## src/rtl/psram_wr_pkg.sv

```systemverilog
package psram_wr_pkg;
  typedef enum logic [2:0] {
    ST_IDLE,
    ST_CSEL,
    ST_ADDR,
    ST_LAT,
    ST_DATA,
    ST_TAIL
  } seq_state_e;
endpackage

```

## src/rtl/psram_rst_sync.sv

```systemverilog
module psram_rst_sync (
  input  logic clk_i,
  input  logic rst_ni,
  output logic rst_sync_no
);
  logic [1:0] sync_q;

  always_ff @(posedge clk_i or negedge rst_ni) begin
    if (!rst_ni) sync_q <= 2'b00;
    else         sync_q <= {sync_q[0], 1'b1};
  end

  assign rst_sync_no = sync_q[1];
endmodule

```

## src/rtl/psram_clk_phase.sv

```systemverilog
module psram_clk_phase (
  input  logic clk_i,
  input  logic rst_ni,
  input  logic mem_wait_n_i,
  output logic mem_clk_o,
  output logic tick_o,
  output logic wait_ok_o
);
  logic ph_q, ph_d;
  logic wait_q, wait_d;
  logic rise_en;

  // rise_en marks the edge on which the memory clock goes high
  always_comb begin
    ph_d    = ~ph_q;
    rise_en = ~ph_q;
    wait_d  = mem_wait_n_i;
  end

  always_ff @(posedge clk_i or negedge rst_ni) begin
    if (!rst_ni) ph_q <= 1'b0;
    else         ph_q <= ph_d;
  end

  always_ff @(posedge clk_i or negedge rst_ni) begin
    if (!rst_ni)      wait_q <= 1'b1;
    else if (rise_en) wait_q <= wait_d;
  end

  assign mem_clk_o = ph_q;
  assign tick_o    = ph_q;   // next edge is the falling memory clock edge
  assign wait_ok_o = wait_q;
endmodule

```

## src/rtl/psram_wr_fsm.sv

```systemverilog
module psram_wr_fsm
  import psram_wr_pkg::*;
#(
  parameter int ADDR_W = 26,
  parameter int DATA_W = 16,
  parameter int LEN_W  = 4,
  parameter int LAT_W  = 4,
  localparam int BE_W  = DATA_W / 8
) (
  input  logic              clk_i,
  input  logic              rst_ni,
  input  logic              tick_i,
  input  logic              wait_ok_i,
  input  logic              req_valid_i,
  input  logic [ADDR_W-1:0] req_addr_i,
  input  logic [LEN_W-1:0]  req_len_i,
  input  logic [LAT_W-1:0]  cfg_lat_i,
  input  logic [DATA_W-1:0] wr_data_i,
  input  logic [BE_W-1:0]   wr_be_i,
  output seq_state_e        state_o,
  output logic [ADDR_W-1:0] addr_o,
  output logic [DATA_W-1:0] word_o,
  output logic [BE_W-1:0]   be_o,
  output logic              req_ready_o,
  output logic              wr_take_o,
  output logic              done_o
);
  seq_state_e        state_q, state_d;
  logic [ADDR_W-1:0] addr_q, addr_d;
  logic [LEN_W-1:0]  left_q, left_d;
  logic [LAT_W-1:0]  lat_q, lat_d;
  logic [LAT_W-1:0]  cnt_q, cnt_d;
  logic [DATA_W-1:0] word_q, word_d;
  logic [BE_W-1:0]   be_q, be_d;
  logic              fetch;
  logic              last;

  always_comb begin
    state_d = state_q;
    addr_d  = addr_q;
    left_d  = left_q;
    lat_d   = lat_q;
    cnt_d   = cnt_q;
    word_d  = word_q;
    be_d    = be_q;
    fetch   = 1'b0;
    last    = 1'b0;
    unique case (state_q)
      ST_IDLE: begin
        if (req_valid_i) begin
          state_d = ST_CSEL;
          addr_d  = req_addr_i;
          left_d  = req_len_i;
          lat_d   = cfg_lat_i;
        end
      end
      ST_CSEL: state_d = ST_ADDR;
      ST_ADDR: begin
        state_d = ST_LAT;
        cnt_d   = lat_q;
      end
      ST_LAT: begin
        if (cnt_q == '0) begin
          state_d = ST_DATA;
          fetch   = 1'b1;
        end else begin
          cnt_d = cnt_q - 1'b1;
        end
      end
      ST_DATA: begin
        if (wait_ok_i) begin
          if (left_q == '0) begin
            last    = 1'b1;
            state_d = ST_TAIL;
          end else begin
            left_d = left_q - 1'b1;
            fetch  = 1'b1;
          end
        end
      end
      ST_TAIL: state_d = ST_IDLE;
      default: state_d = ST_IDLE;
    endcase
    if (fetch) begin
      word_d = wr_data_i;
      be_d   = wr_be_i;
    end
  end

  always_ff @(posedge clk_i or negedge rst_ni) begin
    if (!rst_ni) begin
      state_q <= ST_IDLE;
      addr_q  <= '0;
      left_q  <= '0;
      lat_q   <= '0;
      cnt_q   <= '0;
      word_q  <= '0;
      be_q    <= '0;
    end else if (tick_i) begin
      state_q <= state_d;
      addr_q  <= addr_d;
      left_q  <= left_d;
      lat_q   <= lat_d;
      cnt_q   <= cnt_d;
      word_q  <= word_d;
      be_q    <= be_d;
    end
  end

  assign state_o     = state_q;
  assign addr_o      = addr_q;
  assign word_o      = word_q;
  assign be_o        = be_q;
  assign req_ready_o = tick_i && (state_q == ST_IDLE);
  assign wr_take_o   = tick_i && fetch;
  assign done_o      = tick_i && last;
endmodule

```

## src/rtl/psram_pin_drive.sv

```systemverilog
module psram_pin_drive
  import psram_wr_pkg::*;
#(
  parameter int ADDR_W = 26,
  parameter int DATA_W = 16,
  localparam int BE_W  = DATA_W / 8,
  localparam int HI_W  = ADDR_W - DATA_W
) (
  input  seq_state_e        state_i,
  input  logic [ADDR_W-1:0] addr_i,
  input  logic [DATA_W-1:0] word_i,
  input  logic [BE_W-1:0]   be_i,
  output logic              cs_n_o,
  output logic              adv_n_o,
  output logic [HI_W-1:0]   ahi_o,
  output logic [DATA_W-1:0] ad_o,
  output logic              ad_oe_o,
  output logic              we_n_o,
  output logic              oe_n_o,
  output logic [BE_W-1:0]   bl_n_o
);
  logic in_addr, in_data, in_lat;

  always_comb begin
    in_addr = (state_i == ST_ADDR);
    in_data = (state_i == ST_DATA);
    in_lat  = (state_i == ST_LAT);
    cs_n_o  = (state_i == ST_IDLE);
    adv_n_o = ~in_addr;
    ad_oe_o = in_addr | in_data;
    we_n_o  = ~(in_addr | in_lat | in_data);
    oe_n_o  = 1'b1;
    ahi_o   = addr_i[ADDR_W-1:DATA_W];
    ad_o    = '0;
    if (in_addr)      ad_o = addr_i[DATA_W-1:0];
    else if (in_data) ad_o = word_i;
  end

  generate
    for (genvar g = 0; g < BE_W; g++) begin : g_lane
      assign bl_n_o[g] = ~(in_data & be_i[g]);
    end
  endgenerate
endmodule

```

## src/rtl/psram_mux_wr_seq.sv

```systemverilog
module psram_mux_wr_seq
  import psram_wr_pkg::*;
#(
  parameter int ADDR_W = 26,
  parameter int DATA_W = 16,
  parameter int LEN_W  = 4,
  parameter int LAT_W  = 4,
  localparam int BE_W  = DATA_W / 8,
  localparam int HI_W  = ADDR_W - DATA_W
) (
  input  logic              clk_i,
  input  logic              rst_ni,
  input  logic [LAT_W-1:0]  cfg_lat_i,
  input  logic              req_valid_i,
  output logic              req_ready_o,
  input  logic [ADDR_W-1:0] req_addr_i,
  input  logic [LEN_W-1:0]  req_len_i,
  output logic              wr_take_o,
  input  logic [DATA_W-1:0] wr_data_i,
  input  logic [BE_W-1:0]   wr_be_i,
  output logic              done_o,
  output logic              mem_clk_o,
  output logic              mem_cs_n_o,
  output logic              mem_adv_n_o,
  output logic [HI_W-1:0]   mem_ahi_o,
  output logic [DATA_W-1:0] mem_ad_o,
  output logic              mem_ad_oe_o,
  output logic              mem_we_n_o,
  output logic              mem_oe_n_o,
  output logic [BE_W-1:0]   mem_bl_n_o,
  input  logic              mem_wait_n_i
);
  logic              rst_n;
  logic              tick;
  logic              wait_ok;
  seq_state_e        state;
  logic [ADDR_W-1:0] addr;
  logic [DATA_W-1:0] word;
  logic [BE_W-1:0]   be;

  psram_rst_sync u_rst (
    .clk_i       (clk_i),
    .rst_ni      (rst_ni),
    .rst_sync_no (rst_n)
  );

  psram_clk_phase u_phase (
    .clk_i        (clk_i),
    .rst_ni       (rst_n),
    .mem_wait_n_i (mem_wait_n_i),
    .mem_clk_o    (mem_clk_o),
    .tick_o       (tick),
    .wait_ok_o    (wait_ok)
  );

  psram_wr_fsm #(
    .ADDR_W (ADDR_W),
    .DATA_W (DATA_W),
    .LEN_W  (LEN_W),
    .LAT_W  (LAT_W)
  ) u_fsm (
    .clk_i       (clk_i),
    .rst_ni      (rst_n),
    .tick_i      (tick),
    .wait_ok_i   (wait_ok),
    .req_valid_i (req_valid_i),
    .req_addr_i  (req_addr_i),
    .req_len_i   (req_len_i),
    .cfg_lat_i   (cfg_lat_i),
    .wr_data_i   (wr_data_i),
    .wr_be_i     (wr_be_i),
    .state_o     (state),
    .addr_o      (addr),
    .word_o      (word),
    .be_o        (be),
    .req_ready_o (req_ready_o),
    .wr_take_o   (wr_take_o),
    .done_o      (done_o)
  );

  psram_pin_drive #(
    .ADDR_W (ADDR_W),
    .DATA_W (DATA_W)
  ) u_pins (
    .state_i (state),
    .addr_i  (addr),
    .word_i  (word),
    .be_i    (be),
    .cs_n_o  (mem_cs_n_o),
    .adv_n_o (mem_adv_n_o),
    .ahi_o   (mem_ahi_o),
    .ad_o    (mem_ad_o),
    .ad_oe_o (mem_ad_oe_o),
    .we_n_o  (mem_we_n_o),
    .oe_n_o  (mem_oe_n_o),
    .bl_n_o  (mem_bl_n_o)
  );
endmodule

```

## config.mk

```make
export PLATFORM = sky130hd
export DESIGN_NAME = psram_mux_wr_seq
export DESIGN_NICKNAME = d
export VERILOG_FILES = /design/src/rtl/psram_wr_pkg.sv /design/src/rtl/psram_rst_sync.sv /design/src/rtl/psram_clk_phase.sv /design/src/rtl/psram_wr_fsm.sv /design/src/rtl/psram_pin_drive.sv /design/src/rtl/psram_mux_wr_seq.sv
export SDC_FILE = /design/constraint.sdc
export NUM_CORES = 1
export LEC_CHECK = 0
export BUFFER_PORTS_ARGS = -buffer_cell sky130_fd_sc_hd__buf_2
export CAP_MARGIN = 0
export CELL_PAD_IN_SITES_DETAIL_PLACEMENT = 0
export CELL_PAD_IN_SITES_GLOBAL_PLACEMENT = 1
export CORE_ASPECT_RATIO = 0.5
export CORE_MARGIN = 2
export CORE_UTILIZATION = 30
export DETAILED_ROUTE_END_ITERATION = 6
export GPL_TIMING_DRIVEN = 0
export PLACE_DENSITY_LB_ADDON = 0.1
export REMOVE_ABC_BUFFERS = 1
export SYNTH_ARGS = -nofsm -noshare
export SYNTH_HDL_FRONTEND = slang
export SYNTH_SLANG_ARGS = --single-unit
```

## constraint.sdc

```tcl
create_clock -name clk_i -period 4.6 [get_ports clk_i]
set_input_delay 0.46 -clock clk_i [delete_from_list [all_inputs] [get_ports clk_i]]
set_output_delay 0.46 -clock clk_i [all_outputs]
set_load 0.05 [all_outputs]
```

== After elaboration in Yosys (flattened, before gate mapping) ==
Index checks and enable logic that the tools add are counted.
Storage, ports and cells
  bits in latches: 0
  bits in writable memories: 0
  bits in read-only memories: 0
  logic and storage cells: 65
  memories kept: 0
  output and inout bits: 37
  input port bits: 56
  register bits: 63
Operators by class
  divide/modulo/power cells: 0
  reduce and logical (&&, ||, !) cells: 13
  equality and inequality tests: 10
  $mul: 0
  add/subtract/negate cells: 2
  shifts and indexed selects: 0
  order comparisons: 0
  bitwise logic cells: 10
  multiplexer cells: 20
Operators by type and width (number)
  $mux W16: 2
  $mux W4: 4
  $pmux W4 S2: 2
  $pmux W3 S5: 1
  $mux W3: 4
  $ne A2 B2 Y1 const B: 6
  $reduce_and A5 Y1: 2
  $logic_not A4 Y1: 2
  $sub A4 B1 Y4 const B: 2
  $eq A3 B2 Y1 const B: 2
  $mux W1: 6
  $reduce_and A3 Y1: 2
  $not A1 Y1: 5
  $reduce_bool A2 Y1: 2
  $eq A3 B1 Y1 const B: 1
  $eq A3 B3 Y1 const B: 1
  $logic_and A1 B1 Y1: 3
  $logic_not A3 Y1: 1
  $or A1 B1 Y1: 3
  $and A1 B1 Y1: 2
  $pmux W1 S2: 1
  $reduce_and A2 Y1: 1

== Depth between registers and ports, before layout ==
  word-level depth: 5
  mapped depth: 7
  mapped depth without buffers: 6

== Modules after synthesis ==
Synthesis repeated with hierarchy kept, for this count alone.
Second synthesis, totals
  cells, all modules: 275
  area total of the unflattened synthesis: 3286.9 µm²
Modules (own cells, without submodules)
  psram_wr_fsm: sequential area each 1476.4 µm², area an instance 2581.2 µm², times used 1, cells each 189
  psram_pin_drive: sequential area each 0.0 µm², area an instance 574.3 µm², times used 1, cells each 78
  psram_clk_phase: sequential area each 51.3 µm², area an instance 77.6 µm², times used 1, cells each 5
  psram_rst_sync: sequential area each 50.0 µm², area an instance 53.8 µm², times used 1, cells each 3

== Least setup slack after synthesis ==
OpenSTA, ideal clock, no wires.
  path kind: reg2out
  from: reg u_fsm.state_q[0] (netlist: u_fsm.state_o[0])
  to: out done_o
  buffers on the path: 1
  setup slack: 1990 ps
  cell stages (with the launch flop): 4
  data required time: 4140 ps
  data arrival time: 2150 ps
  path through: dfrtp_1 -> buf_2 -> or3b_2 -> nor3_1
On the way
  longest elaborated chain between the ends: 3
RTL lines
  start, declared: line psram_wr_fsm.sv:28  | seq_state_e state_q, state_d;
  start signal, assigned: line psram_wr_fsm.sv:100  | state_q <= state_d;
  $eq A3 B3 Y1: line psram_wr_fsm.sv:48  | unique case (state_q)
  $mux W1: line psram_wr_fsm.sv:48
  $logic_and A1 B1 Y1: line psram_wr_fsm.sv:116  | assign done_o = tick_i && last;
  end, declared: line psram_mux_wr_seq.sv:21  | output logic done_o,
No other way between the ends.

== Worst setup path after layout ==
  from: reg u_fsm.left_q[0]
  to: out wr_take_o
On the way
  longest elaborated chain between the ends: 5
RTL lines
  start, declared: line psram_wr_fsm.sv:30  | logic [LEN_W-1:0] left_q, left_d;
  start signal, assigned: line psram_wr_fsm.sv:102  | left_q <= left_d;
  $logic_not A4 Y1: line psram_wr_fsm.sv:72  | if (left_q == '0) begin
  $mux W1: line psram_wr_fsm.sv:72
  $mux W1: line psram_wr_fsm.sv:71  | if (wait_ok_i) begin
  $pmux W1 S2: line psram_wr_fsm.sv:48
  $logic_and A1 B1 Y1: line psram_wr_fsm.sv:115  | assign wr_take_o = tick_i && fetch;
  end, declared: line psram_mux_wr_seq.sv:18  | output logic wr_take_o,
No other way between the ends.

==> impl_metrics.csv <==
group,metric,value,unit
outcome,status,"completed",
pwr,pwr-share-comb,0.382,
route,drt_wl_total,6.89,mm
route,routedWlPerCell,14.9,µm
die,dieArea,10800,µm²
final_layout,regArea,1580,µm²
logic_synthesis,synthAdderAreaFrac,0.00839,
worst_hold_path,hold_depth,3,
sta,finalCritPeriodShare,0.615,
run,cap_violations,0,
logic_synthesis,synthMuxAreaShare,0.203,
logic_synthesis,synth_cell_types,42,
logic_synthesis,yosysTopAreaCell,"dfrtp_1",
cts,clkSlewWorstSetupHoldPaths,0.06,ns
pwr,p_leak,1.84,nW
route,dr.first_iter.drc_count,71,
logic_synthesis,synth_top_family_by_area,"multiplexers",
die,start_util,0.313,
logic_synthesis,async_reset_ff_frac,1.00,
cts,clock_path_buffers,2,
critical_path,crit_buf_inv,3,
critical_path,start_kind,"flop",
logic_synthesis,yosysMostFrequentCell,"dfrtp_1",
pwr,switching_share,0.398,
critical_path,cp.required,4.14,ns
route,post_drt_via_cell_ratio,4.56,
sta,worst_pin_slew,0.928,ns
route,first_pass_iters,4,
final_layout,final_area,3840,µm²
logic_synthesis,syn-cell-area,2980,µm²
pwr,p_clk_frac,0.263,
cts,htreeDepth,3,
cts,clk_latency,0.33,ns
pwr,switching_power,1.13,mW
critical_path,reg2reg_depth,3,
sta,finalSetupTns,0,ns
final_layout,multi_input_area,1230,µm²
global_routing,grt_pass1_wl,11.2,mm
global_routing,grt_max_degree,62,
critical_path,max_stage_delay,0.42,ns
die,die_y,74.5,µm
critical_path,crit_top_cell,"inv_1",
final_layout,num-nets-final,380,
route,vias,2107,
sta,finClkSkew,0.00792,ns
logic_synthesis,ys_warn_count,0,
die,die_width,145,µm
critical_path,critPathKind,"reg -> out",
global_routing,met2_usage,0.229,
placed_design,dpl.cell_count,445,
final_layout,fill_cells,943,
sta,rsz0062_at_grt,"no",
logic_synthesis,ys_ff_latch,63,
logic_synthesis,netlist_instances,239,
logic_synthesis,synth_compound_area_frac,0.111,
pwr,internal-power,1.71,mW
final_layout,antennaDiodeCount,0,
sta,setup_violations,0,
logic_synthesis,synth-xor-area-share,0,
cts,ctsRootBufferMaster,"clkbuf_16",
global_routing,grt-busiest-layer,"met2",
cts,post_cts_buffers,0,
pwr,powerDensity,739,nW/µm²
cts,cts_resized,0,
logic_synthesis,synthTopCellsByCount,"62 x dfrtp_1, 41 x mux2_2, 17 x a22o_1",
global_routing,use_met3,0.0626,
global_routing,grt_pass1_vias,2249,
logic_synthesis,synthSimpleGateAreaFrac,0.0805,
cts,cts_buffers,9,
worst_hold_path,min_path_type,"in -> reg",
placed_design,hpwl,4.70,mm
logic_synthesis,synth-edff-count,0,
global_routing,use_met1,0.156,
critical_path,crit_chain,"inv_1 -> ha_1 -> or3b_1 -> a32o_1 -> nand2_4 -> inv_1 -> buf_2",
global_routing,grt.total_usage,0.136,
sta,maxSlewHeadroom,0.380,
cts,cts.sinks,63,
route,drcViolationCount,0,
critical_path,cp_max_fo,19,
logic_synthesis,synthTopCellsByArea,"dfrtp_1 52%, mux2_2 15%, a22o_1 5.0%",
sta,whs,0.350,ns
sta,timing.final.max_slew_violations,0,
route,ant_nets,0,
logic_synthesis,synth.avg_cell_area,12.5,µm²
pwr,ir_worst_vdd,0.276,mV
placed_design,place.gp.congestion,0.722,
pwr,power.share.sequential,0.355,
logic_synthesis,yosysTopAreaCellShare,0.520,
sta,hold_violations,0,
critical_path,critPathCaptureType,"output pin",
final_layout,layout.cells.non_filler,462,
logic_synthesis,synth_top_flop_cell,"dfrtp_1",
die,core_region_area,9540,µm²
die,ioPinCount,93,
die,fp-row-count,25,
critical_path,critPathSlowestCell,"or3b_1",
global_routing,antenna_found_initial,0,
global_routing,grt_overflow,0,
placed_design,dpl_cell_area,3500,µm²
critical_path,cp.arrival,2.37,ns
placed_design,portBuffers,91,
sta,fmax,353,MHz
cts,tritoncts,"built",
critical_path,crit_family,"simple AND/OR/NAND/NOR gates",
sta,fin_crit,2.83,ns
final_layout,area_growth,28.6,%
critical_path,crit_cells,7,
logic_synthesis,ys_seq_area_frac,0.529,
final_layout,drive_above_1_share,0.517,
==> through the flow <==
stage               utilization  power [mW]  setup WS, ns
finish                    0.402        2.84          1.77
CTS                       0.402        2.87          1.75
global route              0.402        3.01          1.63
detailed placement        0.366        2.11          2.11
floorplan                     -        1.82          1.50
global placement          0.362        2.07        0.0268
==> kinds of logic (layout without fill, tap and decap cells) <==
group | after synthesis | after routing
buffers and inverters | 34 | 121
other | 1 | 2
muxes | 51 | 51
and+or+nand+nor | 42 | 42
DFF | 63 | 63
adders and majority gates | 2 | 2
AOI/OAI and AO/OA | 46 | 46
==> power by group through the flow <==
stage                     combinational, mW  sequential [mW]  clock (mW)
after floorplan                       0.703             1.12           0
after global placement                 1.07            0.997           0
after detailed placement               1.09             1.02           0
after CTS                              1.10             1.01       0.765
after global routing                   1.16             1.05       0.797
final                                  1.09             1.01       0.746
==> sequential cells by signal (all words and copies together) (netlist names) <==
register,flops
u_rst.sync_q,2
u_fsm.addr_o,26
u_fsm.left_q,4
u_fsm.state_o,3
u_fsm.cnt_q,4
u_phase.mem_clk_o,1
u_fsm.lat_q,4
u_fsm.word_o,16
u_fsm.be_o,2
u_phase.wait_ok_o,1
==> layer usage <==
| metal | wire (µm) | vias up |
|---|---|---|
| met5 | 0 | - |
| met4 | 72 | 0 |
| met3 | 457 | 6 |
| met2 | 3330 | 52 |
| met1 | 3020 | 1039 |
| li1 | - | 1010 |
==> what timing repair did <==
item	in CTS	in global routing
setup endpoints to repair	0	0
endpoints found under the hold margin	2	0
hold buffers	1	0
==> placed cells by master (no fill, tap or decap), drive strengths merged, types with 2 or more instances in the layout <==
cell,n
nand2,7
dfrtp,62
nand3b,3
nor2b,3
nor3,6
a32o,2
buf,93
conb,2
clkbuf,10
mux2,50
clkinvlp,2
ha,2
nand3,5
or3b,3
inv,12
nor2,10
o21ai,11
bufinv,2
a21oi,7
a22o,17
==> path summary, 6_finish.rpt <==
check / startpoint / to / slack, ns
max: u_fsm.left_q[0] / wr_take_o / 1.77
min: mem_wait_n_i / u_phase.wait_ok_o / 0.35
max reg2reg: u_fsm.state_o[2] / u_fsm.addr_o[9] / 2.33
min reg2reg: u_rst.sync_q[0] / u_rst.sync_q[1] / 0.36
max in group asynchronous: u_rst.sync_q[1] / u_phase.mem_clk_o / 3.63
min in group asynchronous: u_rst.sync_q[1] / u_fsm.addr_o[1] / 0.41
==> area by class of cell <==
cell class,instances,area share
multi-input combinational,143,0.320
tap,135,0.0440
clock buffer,10,0.0623
timing repair buffer,94,0.127
sequential,63,0.412
inverter,11,0.0108
clock inverter,6,0.0241
==> worst register-to-register path, cell delays in order (launching register included) <==
cell and delay, ns:
dfrtp_1 0.58, nor2b_1 0.31, nand3_2 0.69, mux2_2 0.57
No activity file was read; power rests on OpenSTA's default activity.
